**src/rtl/outclk_gate_pkg.sv**
```systemverilog
package outclk_gate_pkg;

  typedef enum logic [1:0] {
    TGT_RUN = 2'd0,
    TGT_LO  = 2'd1,
    TGT_HI  = 2'd2
  } tgt_e;

  localparam logic [1:0] HOLD_LO = 2'b01;
  localparam logic [1:0] HOLD_HI = 2'b10;

  typedef struct packed {
    logic       dis;
    logic [1:0] hold;
    logic       sq_en;
    logic       aon;
    logic       cal;
  } ctl_t;

  localparam int unsigned CTL_W = $bits(ctl_t);

endpackage

```
**src/rtl/outclk_gate_sync.sv**
```systemverilog
module outclk_gate_sync #(
  parameter int unsigned W      = 1,
  parameter int unsigned STAGES = 2
) (
  input  logic         clk_i,
  input  logic         rst_ni,
  input  logic [W-1:0] d_i,
  output logic [W-1:0] q_o
);

  logic [W-1:0] stg_q [STAGES];

  for (genvar s = 0; s < STAGES; s++) begin : g_stage
    always_ff @(posedge clk_i or negedge rst_ni) begin
      if (!rst_ni) begin
        stg_q[s] <= '0;
      end else if (s == 0) begin
        stg_q[s] <= d_i;
      end else begin
        stg_q[s] <= stg_q[(s == 0) ? 0 : s-1];
      end
    end
  end

  assign q_o = stg_q[STAGES-1];

endmodule

```
**src/rtl/outclk_gate_decode.sv**
```systemverilog
module outclk_gate_decode
  import outclk_gate_pkg::*;
(
  input  ctl_t ctl_i,
  output tgt_e tgt_o
);

  // priority: disable > hold code > calibration squelch > run
  always_comb begin
    if (ctl_i.dis) begin
      tgt_o = TGT_LO;
    end else if (ctl_i.hold == HOLD_LO) begin
      tgt_o = TGT_LO;
    end else if (ctl_i.hold == HOLD_HI) begin
      tgt_o = TGT_HI;
    end else if (ctl_i.sq_en && ctl_i.cal && !ctl_i.aon) begin
      tgt_o = TGT_LO;
    end else begin
      tgt_o = TGT_RUN;
    end
  end

endmodule

```
**src/rtl/outclk_gate_div.sv**
```systemverilog
module outclk_gate_div
  import outclk_gate_pkg::*;
#(
  parameter int unsigned HALF_CYCLES = 3
) (
  input  logic clk_i,
  input  logic rst_ni,
  input  tgt_e tgt_i,
  output logic clk_o,
  output logic running_o
);

  localparam int unsigned CW = (HALF_CYCLES < 2) ? 1 : $clog2(HALF_CYCLES);
  localparam logic [CW-1:0] LAST = CW'(HALF_CYCLES - 1);

  logic [CW-1:0] cnt_q, cnt_d;
  logic          out_q, out_d;
  logic          run_q, run_d;
  logic          park_lvl;
  logic          advance;

  assign park_lvl = (tgt_i == TGT_HI);
  // keep counting until the output already sits at the park level
  assign advance  = (tgt_i == TGT_RUN) || (out_q != park_lvl);

  always_comb begin
    cnt_d = '0;
    out_d = out_q;
    if (advance) begin
      if (cnt_q == LAST) begin
        out_d = ~out_q;
      end else begin
        cnt_d = cnt_q + CW'(1);
      end
    end
    run_d = (tgt_i == TGT_RUN) || (out_d != park_lvl);
  end

  always_ff @(posedge clk_i or negedge rst_ni) begin
    if (!rst_ni) begin
      cnt_q <= '0;
      out_q <= 1'b0;
      run_q <= 1'b0;
    end else begin
      cnt_q <= cnt_d;
      out_q <= out_d;
      run_q <= run_d;
    end
  end

  assign clk_o     = out_q;
  assign running_o = run_q;

endmodule

```
**src/rtl/outclk_gate.sv**
```systemverilog
module outclk_gate
  import outclk_gate_pkg::*;
#(
  parameter int unsigned HALF_CYCLES = 3,
  parameter int unsigned SYNC_STAGES = 2
) (
  input  logic       clk_i,
  input  logic       rst_ni,
  input  logic       cal_busy_i,
  input  logic       squelch_en_i,
  input  logic       always_on_i,
  input  logic [1:0] hold_sel_i,
  input  logic       disable_i,
  output logic       clk_o,
  output logic       running_o
);

  ctl_t ctl_raw, ctl_s;
  tgt_e tgt;
  logic dis_s;

  always_comb begin
    ctl_raw.dis   = disable_i;
    ctl_raw.hold  = hold_sel_i;
    ctl_raw.sq_en = squelch_en_i;
    ctl_raw.aon   = always_on_i;
    ctl_raw.cal   = cal_busy_i;
  end

  outclk_gate_sync #(
    .W      (CTL_W),
    .STAGES (SYNC_STAGES)
  ) u_sync (
    .clk_i  (clk_i),
    .rst_ni (rst_ni),
    .d_i    (ctl_raw),
    .q_o    (ctl_s)
  );

  outclk_gate_decode u_dec (
    .ctl_i (ctl_s),
    .tgt_o (tgt)
  );

  outclk_gate_div #(
    .HALF_CYCLES (HALF_CYCLES)
  ) u_div (
    .clk_i     (clk_i),
    .rst_ni    (rst_ni),
    .tgt_i     (tgt),
    .clk_o     (clk_o),
    .running_o (running_o)
  );

  assign dis_s = ctl_s.dis;

endmodule

```
**config.mk**
```make
export PLATFORM = sky130hd
export DESIGN_NAME = outclk_gate
export DESIGN_NICKNAME = d
export VERILOG_FILES = /design/src/rtl/outclk_gate_pkg.sv /design/src/rtl/outclk_gate_sync.sv /design/src/rtl/outclk_gate_decode.sv /design/src/rtl/outclk_gate_div.sv /design/src/rtl/outclk_gate.sv
export SDC_FILE = /design/constraint.sdc
export NUM_CORES = 1
export LEC_CHECK = 0
export BUFFER_PORTS_ARGS = -buffer_cell sky130_fd_sc_hd__buf_4
export CAP_MARGIN = 25
export CORE_AREA = 4 4 41 43
export DETAILED_ROUTE_END_ITERATION = 16
export DIE_AREA = 0 0 45 47
export MAX_ROUTING_LAYER = met4
export PLACE_DENSITY = 0.7
export SLEW_MARGIN = 20
export SYNTH_ARGS = -nofsm -noshare
export SYNTH_HDL_FRONTEND = slang
export SYNTH_HIERARCHICAL = 1
export SYNTH_SLANG_ARGS = --single-unit
```
**constraint.sdc**
```tcl
create_clock -name clk_i -period 1.8 [get_ports clk_i]
set_input_delay 0.27 -clock clk_i [delete_from_list [all_inputs] [get_ports clk_i]]
set_output_delay 0.27 -clock clk_i [all_outputs]
set_load 0.01 [all_outputs]
```
== After elaboration in Yosys (flattened, before gate mapping) ==
Index checks and enable logic that the tools add are counted.
Widths: inputs -> output; s select.

* Latch bits: 0
* Bits in writable memories: 0
* Output and inout bits: 2
* Flip-flop bits (word level): 16
* Memories: 0
* Bits in read-only memories: 0
* Input port bits: 8
* Logic and storage cells: 27

* Reductions and logical operators: 6
* Add/sub/neg operators: 1
* Multiplexer cells: 8
* Shift operators: 0
* Bitwise logic cells: 1
* $mul: 0
* Divide/modulo/power cells: 0
* Magnitude comparators: 0
* Equality and inequality tests: 6

{| class="wikitable"
|+ Operators with widths
! cell !! number
|-
| $mux 2 || 5
|-
| $eq 2x2->1 const B || 3
|-
| $mux 1 || 3
|-
| $add 2x1->2 const B || 1
|-
| $eq 2x1->1 const B || 1
|-
| $logic_and 1x1->1 || 2
|-
| $logic_not 2->1 || 1
|-
| $logic_or 1x1->1 || 2
|-
| $ne 1x1->1 || 2
|-
| $logic_not 1->1 || 1
|-
| $not 1->1 || 1
|}

== Longest topological paths before layout ==
Gate-level depths: netlist (run 1).

* Depth in word-level cells: 12
* Depth in mapped cells: 6
* Depth with buffers taken out: 5

== Cells and area by module ==
Netlist (run 1), hierarchy kept.

{| class="wikitable"
|+ Modules (own cells, without submodules)
! module !! cells an instance !! area each (sq um) !! instances !! seq. area each (sq um)
|-
| outclk_gate_sync || 18 || 345.3 || 1 || 300.3
|-
| outclk_gate_div || 16 || 180.2 || 1 || 100.1
|-
| outclk_gate_decode || 6 || 51.3 || 1 || 0.0
|}

== Worst setup path after synthesis (run 1) ==
OpenSTA, ideal clock, no wires.

* Path type: reg2reg
* Start point: reg u_sync.stg_q, in the netlist u_sync/q_o[4]
* End point: reg u_div.cnt_q[1]
* Arrival time: 1.303 ns
* Clock period less this slack: 1.398 ns
* Path buffers: 1
* Path slack: 0.402 ns
* Setup time: 0.095 ns
* Required time: 1.705 ns
* Cell stages (with the launch flop): 7
* Cells stage by stage: dfrtp_1 -> buf_4 -> nor2b_4 -> o311ai_2 -> nand2b_1 -> nor2_1 -> nor4b_2

* Word-level cells in the longest chain between the ends: 8
* Elaborated cells between the ends (all ways): 10
* Those cells by class: 4 x eq/ne; 4 x mux; 2 x reduce/logical

{| class="wikitable"
|+ RTL lines
! what !! line !! text
|-
| from (decl) || outclk_gate_sync.sv:11 || <nowiki>logic [W-1:0] stg_q [STAGES];</nowiki>
|-
| from (signal, indexed assignment) || outclk_gate_sync.sv:18 || <nowiki>stg_q[s] <= d_i;</nowiki>
|-
| from (signal, indexed assignment) || outclk_gate_sync.sv:20 || <nowiki>stg_q[s] <= stg_q[(s == 0) ? 0 : s-1];</nowiki>
|-
| $eq 2x2->1 || outclk_gate_decode.sv:14 || <nowiki>end else if (ctl_i.hold == HOLD_HI) begin</nowiki>
|-
| $mux 2 || outclk_gate_decode.sv:14 ||
|-
| $mux 2 (*) || outclk_gate_decode.sv:12 || <nowiki>end else if (ctl_i.hold == HOLD_LO) begin</nowiki>
|-
| $mux 2 (*) || outclk_gate_decode.sv:10 || <nowiki>if (ctl_i.dis) begin</nowiki>
|-
| via tgt[0] || outclk_gate.sv:19 || <nowiki>tgt_e tgt;</nowiki>
|-
| $eq 2x2->1 || outclk_gate_div.sv:22 || <nowiki>assign park_lvl = (tgt_i == TGT_HI);</nowiki>
|-
| $ne 1x1->1 || outclk_gate_div.sv:24 || <nowiki>assign advance = (tgt_i == TGT_RUN) || (out_q != park_lvl);</nowiki>
|-
| $logic_or 1x1->1 (*) || outclk_gate_div.sv:24 ||
|-
| $mux 2 (*) || outclk_gate_div.sv:29 || <nowiki>if (advance) begin</nowiki>
|-
| via u_div.cnt_d[1] || outclk_gate_div.sv:16 || <nowiki>logic [CW-1:0] cnt_q, cnt_d;</nowiki>
|-
| to (signal assigned) || outclk_gate_div.sv:45 || <nowiki>cnt_q <= cnt_d;</nowiki>
|-
| to (decl) || outclk_gate_div.sv:16 ||
|}

The timed path passes the listed nets; every way through them passes the cells marked *.

== Worst setup path in the final report (run 1) ==
Same ends and word-level chain as after synthesis.

==> results.cfg, run 1 <==
[route]
ant_nets = 0
via_per_inst = 4.619
via_count = 291
drtPass1Iterations = 2
top_layer_used = met4
routedWlPerCell_um = 10.40
drt_wl_total_um = 655
drt_iter0_drc = 1
wl_met2_um = 338
wl_met1_um = 245
wl_met3_um = 63
drc_errors = 0

[timing]
fin_setup_tns_ps = 0
tightest_slew_ps = 321.2
grt_setup_unrepaired = no
maxSlewHeadroom_pct = 78.55
finalHoldViolCount = 0
finalCritPeriodShare_pct = 77.48
final-max-slew-violation-count = 0
finalCriticalPeriod_ps = 1395
maxClockFrequency_ghz = 0.7170
worst_clock_skew_ps = 2.450
setup_viol = 0

[layout]
n_fill_cell = 122
diodes = 0
drive_above_1_share_pct = 37.50
nNetsFinal = 57
final_util_pct = 51.06
area_delta_synth_final_pct = 15.18
final_cell_area_um2 = 664.4

[cts]
cts_tree = done
root_buffer = clkbuf_4
path_clk_slew_ps = 80
cts_resized = 0
cts_buffers = 3
cts_buffer_depth = 2
cts_sinks = 16
post-cts-setup-buffers = 0
h-tree-depth = 1
clk_latency_ps = 270

[floorplan]
die_x_um = 45
ios = 10
rows = 13
start_util_pct = 44.33
core_area_um2 = 1301
die_h_um = 47
die-area_um2 = 2115

[power_and_ir_drop]
p_per_area_nw_per_um2 = 1196
combPwrFrac_pct = 16.7
p_int_uw = 601.9
power_switching_uw = 193.0
swShare_pct = 24.28
leakagePower_uw = 0.0003050
seq_power_share_pct = 55.4
power.share.clock_pct = 27.9
ir_worst_vdd_mv = 0.5796

[global_route]
grt_pass1_vias = 314
grt_pass1_wl_um = 1193
grtUsageTotal_pct = 8.765
grt_max_degree = 17
antenna_found_initial = 0
grt_overflow = 0

[setup_path]
endpoint_kind = flip-flop
critPathKind = reg2reg
worstPathRequired_ps = 1990
worstSetupStartpointType = flip-flop
crit_path_max_fanout = 4
crit_arrival_ps = 1580

[yosys]
synth_commonest_cells = dfrtp_1 (16), buf_4 (6), nand2b_1 (3)
synth_edf_count = 0
ys_ff_latch = 16
syn_avg_cell_area_um2 = 14.42
synth_top_area_cell = dfrtp_1
synthDistinctLibCells = 15
async_flop_share_pct = 100.0
synth_top_area_share_pct = 69.41
synth_warnings = 6
synth_cells = 40
synth_ff_type = dfrtp_1
yosysSeqAreaShare_pct = 69.41
syn-cell-area_um2 = 576.8
synth_area_leaders = dfrtp_1 (69%), buf_4 (7.8%), nand2b_1 (3.3%)
synth_most_common_cell = dfrtp_1
syn-num-nets = 48

[place]
post-dp-hpwl_um = 514.2
port_buffers = 9
dpl-instance-area_um2 = 618.1
gp_congestion = 0.6908

[run]
cap_violations = 0

[run_status]
status = completed

[min_path]
hold_class = in2reg
==> power by group through the flow <==
stage | sequential [uW] | clock, uW | combinational [uW]
floorplan | 450 | 0 | 78.8
global placement | 446 | 0 | 130
detailed placement | 448 | 0 | 135
CTS | 442 | 236 | 137
global route | 449 | 250 | 148
finish | 440 | 222 | 133
==> critical path, cell delays in order (launching register included) <==
cell and delay [ps]:
dfrtp_1 380, nor2b_4 130, o311ai_2 330, nand2b_1 170
nor2_1 70, nor4b_2 230
==> worst paths after layout <==
path / startpoint / slack, ps / endpoint / cells past startpoint
min reg2reg: u_sync/stg_q[11] / 350 / u_sync/q_o[5] / 0
min: disable_i / 90 / u_sync/stg_q[11] / 1
max reg2reg: u_sync/q_o[4] / 410 / u_div/cnt_q[1] / 5
max in group asynchronous: rst_ni / 1260 / u_sync/q_o[4] / 2
min in group asynchronous: rst_ni / 370 / u_sync/q_o[1] / 2
max: u_sync/q_o[4] / 410 / u_div/cnt_q[1] / 5
==> per-layer routing <==
layer  vias to the layer above  GRT usage, %
met3                         2         3.448
li1                        139             -
met4                         0         7.018
met5                         -             -
met2                        10         14.69
met1                       140         7.767
==> placed cells by master (no fill, tap or decap) <==
master and instances:
nor2b_1 1, inv_1 2, dfrtp_1 16, nand2b_1 3
nor2_1 1, clkbuf_4 3, o21bai_1 1, a21oi_1 2
o311ai_2 1, nand2_1 2, nor4_2 1, dlygate4sd3_1 1
clkbuf_8 1, and2_2 1, buf_4 9, nor4b_2 1
o21ai_0 1, nor2b_4 1
==> metrics by stage <==
step                      cells  power, uW  hold WS (ps)  setup WS, ps
after global routing         63      846.9         72.66         237.8
after global placement       58      575.8         134.4         437.5
after detailed placement     58      583.3         135.7         402.4
after floorplan              40      528.6        -25.59         402.1
after CTS                    63      814.6         78.41         384.3
final                        63      794.8         93.81         405.4
==> sequential cells by signal, indices dropped and copies added (netlist names) <==
signal / count
u_div/clk_o: 1
u_div/cnt_q: 2
u_div/running_o: 1
u_sync/q_o: 6
u_sync/stg_q: 6
==> timing repair <==
action / in CTS / in global routing
hold buffers: 1 / 0
hold endpoints to repair: 16 / 0
setup endpoints to repair: 0 / 0
==> kinds of logic after synthesis <==
logic type | after synthesis | synth area share [%]
flops | 16 | 69.41
simple gates | 11 | 14.75
buf+inv | 8 | 9.111
compound gates | 5 | 6.725
==> final cells by class <==
class                   instances  area [um2]  share of cell area (%)
inverters                       2       7.507                   1.130
multi-input cells              16       123.9                   18.64
clock buffers                   4       36.28                   5.461
repair buffers                 10       77.57                   11.68
well taps                      15       18.77                   2.825
flip-flops and latches         16       400.4                   60.26
(Power assumes the default switching activity.)
==> inputs of run 2 (changes only) <==
ABC_AREA = 1   (was not set)
PLACE_DENSITY = 0.72   (was 0.7)
clock period = 1.22 ns   (was 1.8 ns; I/O delays follow)
==> results.cfg, run 2 <==
[layout]
area_delta_synth_final_pct = 25.93
multi_input_area_um2 = 101.3
final_common_cell = dfrtp_1
nNetsFinal = 74
drive_above_1_share_pct = 26.15
n_fill_cell = 122
diodes = 0
final_cell_mix = dfrtp_1 (16), buf_4 (9), nand2_1 (9)
ff_latch_area_um2 = 400.4
layoutNonFillerInstCount = 80

[route]
via_count = 340
top_layer_used = met3
wl_met1_um = 303
wl_met3_um = 36
drt_iter0_drc = 7
wl_met2_um = 379
drtPass1Iterations = 4
routedWlPerCell_um = 8.975
via_per_inst = 4.250
drt_wl_total_um = 718
drc_errors = 0
ant_nets = 0

[setup_path]
worstPathRequired_ps = 1040
endpoint_kind = primary output
path_buf_inv = 1
cpMaxStageDelayCell = dfrtp_1
cpPeakStageDelay_ps = 420
worstSetupStartpointType = flip-flop
cp_top_family = flip-flops
crit_path_max_fanout = 3
crit_arrival_ps = 840
path_cells = buf_4
critPathKind = reg2out

[cts]
cts_buffers = 3
path_clk_slew_ps = 90
clk_latency_ps = 270
h-tree-depth = 1
cts_sinks = 16
cts_tree = done
cts_resized = 0
cts_buffer_depth = 2
root_buffer = clkbuf_4

[yosys]
syn-cell-area_um2 = 569.3
syn_avg_cell_area_um2 = 11.16
synth_warnings = 6
synth_area_leaders = dfrtp_1 (70%), buf_4 (7.9%), nand2_1 (5.9%)
synth_ff_type = dfrtp_1
ys_ff_latch = 16
synth_edf_count = 0
syn-num-nets = 59
synth_cells = 51
synth_top_area_cell = dfrtp_1
yosysSeqAreaShare_pct = 70.33
synthDistinctLibCells = 9
synth_most_common_cell = dfrtp_1
synth_commonest_cells = dfrtp_1 (16), nand2_1 (9), buf_4 (6), inv_1 (6), nor2_1 (6)
async_flop_share_pct = 100.0
synth_top_area_share_pct = 70.33

[timing]
final-max-slew-violation-count = 0
setup_viol = 0
finalCriticalPeriod_ps = 1026
finalHoldViolCount = 0
finalCritPeriodShare_pct = 84.08
tightest_slew_ps = 196.4
worst_clock_skew_ps = 1.786
fin_setup_tns_ps = 0
maxSlewHeadroom_pct = 86.90
grt_setup_unrepaired = no
maxClockFrequency_ghz = 0.9748

[floorplan]
start_util_pct = 43.75
die_x_um = 45
core_area_um2 = 1301
die_h_um = 47
die-area_um2 = 2115
ios = 10
rows = 13

[min_path]
hold_class = in2async

[run_status]
status = completed

[power_and_ir_drop]
ir_worst_vdd_mv = 1.099
p_per_area_nw_per_um2 = 1800
leakagePower_uw = 0.0003624

[global_route]
grt_max_degree = 17
grt_overflow = 0
grt_pass1_wl_um = 1276
grt_pass1_vias = 328
antenna_found_initial = 0
grtUsageTotal_pct = 8.885

[place]
port_buffers = 9
gp_congestion = 0.7088
dpl.cell_count = 69

[run]
cap_violations = 0
-- run 2: changes by cell type in the layout (fill, tap and decap cells not counted), moves of 3 or more --
cell           before  now
nand2_1             2    9
dlygate4sd3_1       1    7
nor2_1              1    6
inv_1               2    6
nand2_2             0    3
nand2b_1            3    0
-- run 2: final cells by class --
class | instances | share of cell area, %
Sequential cell | 16 | 55.85
Timing Repair Buffer | 16 | 19.20
Multi-Input combinational cell | 23 | 14.14
Clock buffer | 4 | 5.061
Inverter | 6 | 3.141
Tap cell | 15 | 2.618
-- run 2: power by group --
part / leakage, uW / total [uW] / internal, uW / switching (uW)
sequential: 0.000189 / 660 / 615 / 44.6
clock: 0.0000210 / 340 / 181 / 158
combinational: 0.000153 / 291 / 136 / 155
total: 0.000362 / 1290 / 933 / 358
-- run 2: worst paths after layout --
kind | startpoint | end | slack (ps) | cells past startpoint
max | u_div/clk_o | clk_o | 190 | 1
min | rst_ni | u_sync/stg_q[9] | 290 | 2
max reg2reg | u_sync/q_o[3] | u_div/clk_o | 200 | 9
min reg2reg | u_sync/stg_q[9] | u_sync/q_o[3] | 350 | 0
max in group asynchronous | rst_ni | u_div/cnt_q[1] | 760 | 2
min in group clk_i | u_sync/stg_q[9] | u_sync/q_o[3] | 350 | 0
-- run 2: through the flow --
step	worst slack, ps	hold slack [ps]	utilization (%)	power, uW	cell area, um2
4_1_cts	186.2	1.015	50.48	1287	656.9
3_3_place_gp	220.8	47.74	46.92	935.5	610.6
5_1_grt	63.86	279.1	55.10	1389	716.9
3_5_place_dp	210.9	47.54	46.92	948.6	610.6
6_report	194.2	287.0	55.10	1291	716.9
2_1_floorplan	164.9	-112.6	-	847.4	569.3
-- run 2: routing by layer --
metal / up-vias / global-route usage (%)
li1: 174 / -
met1: 160 / 9.582
met2: 6 / 14.69
met3: 0 / 3.448
met4: 0 / 3.509
met5: - / -
-- run 2: timing repair --
item / 4_1_cts / 5_1_grt
hold endpoints to repair: 16 / 6
setup buffers: 0 / 0
hold buffers: 1 / 6
-- run 2: logic make-up (layout without fill, tap and decap cells) --
| logic type | count (synthesis) | count (layout) | share of synthesized area [%] |
|---|---|---|---|
| compound gates | 3 | 3 | 2.637 |
| simple gates | 20 | 20 | 15.16 |
| flops | 16 | 16 | 70.33 |
| buf+inv | 12 | 26 | 11.87 |
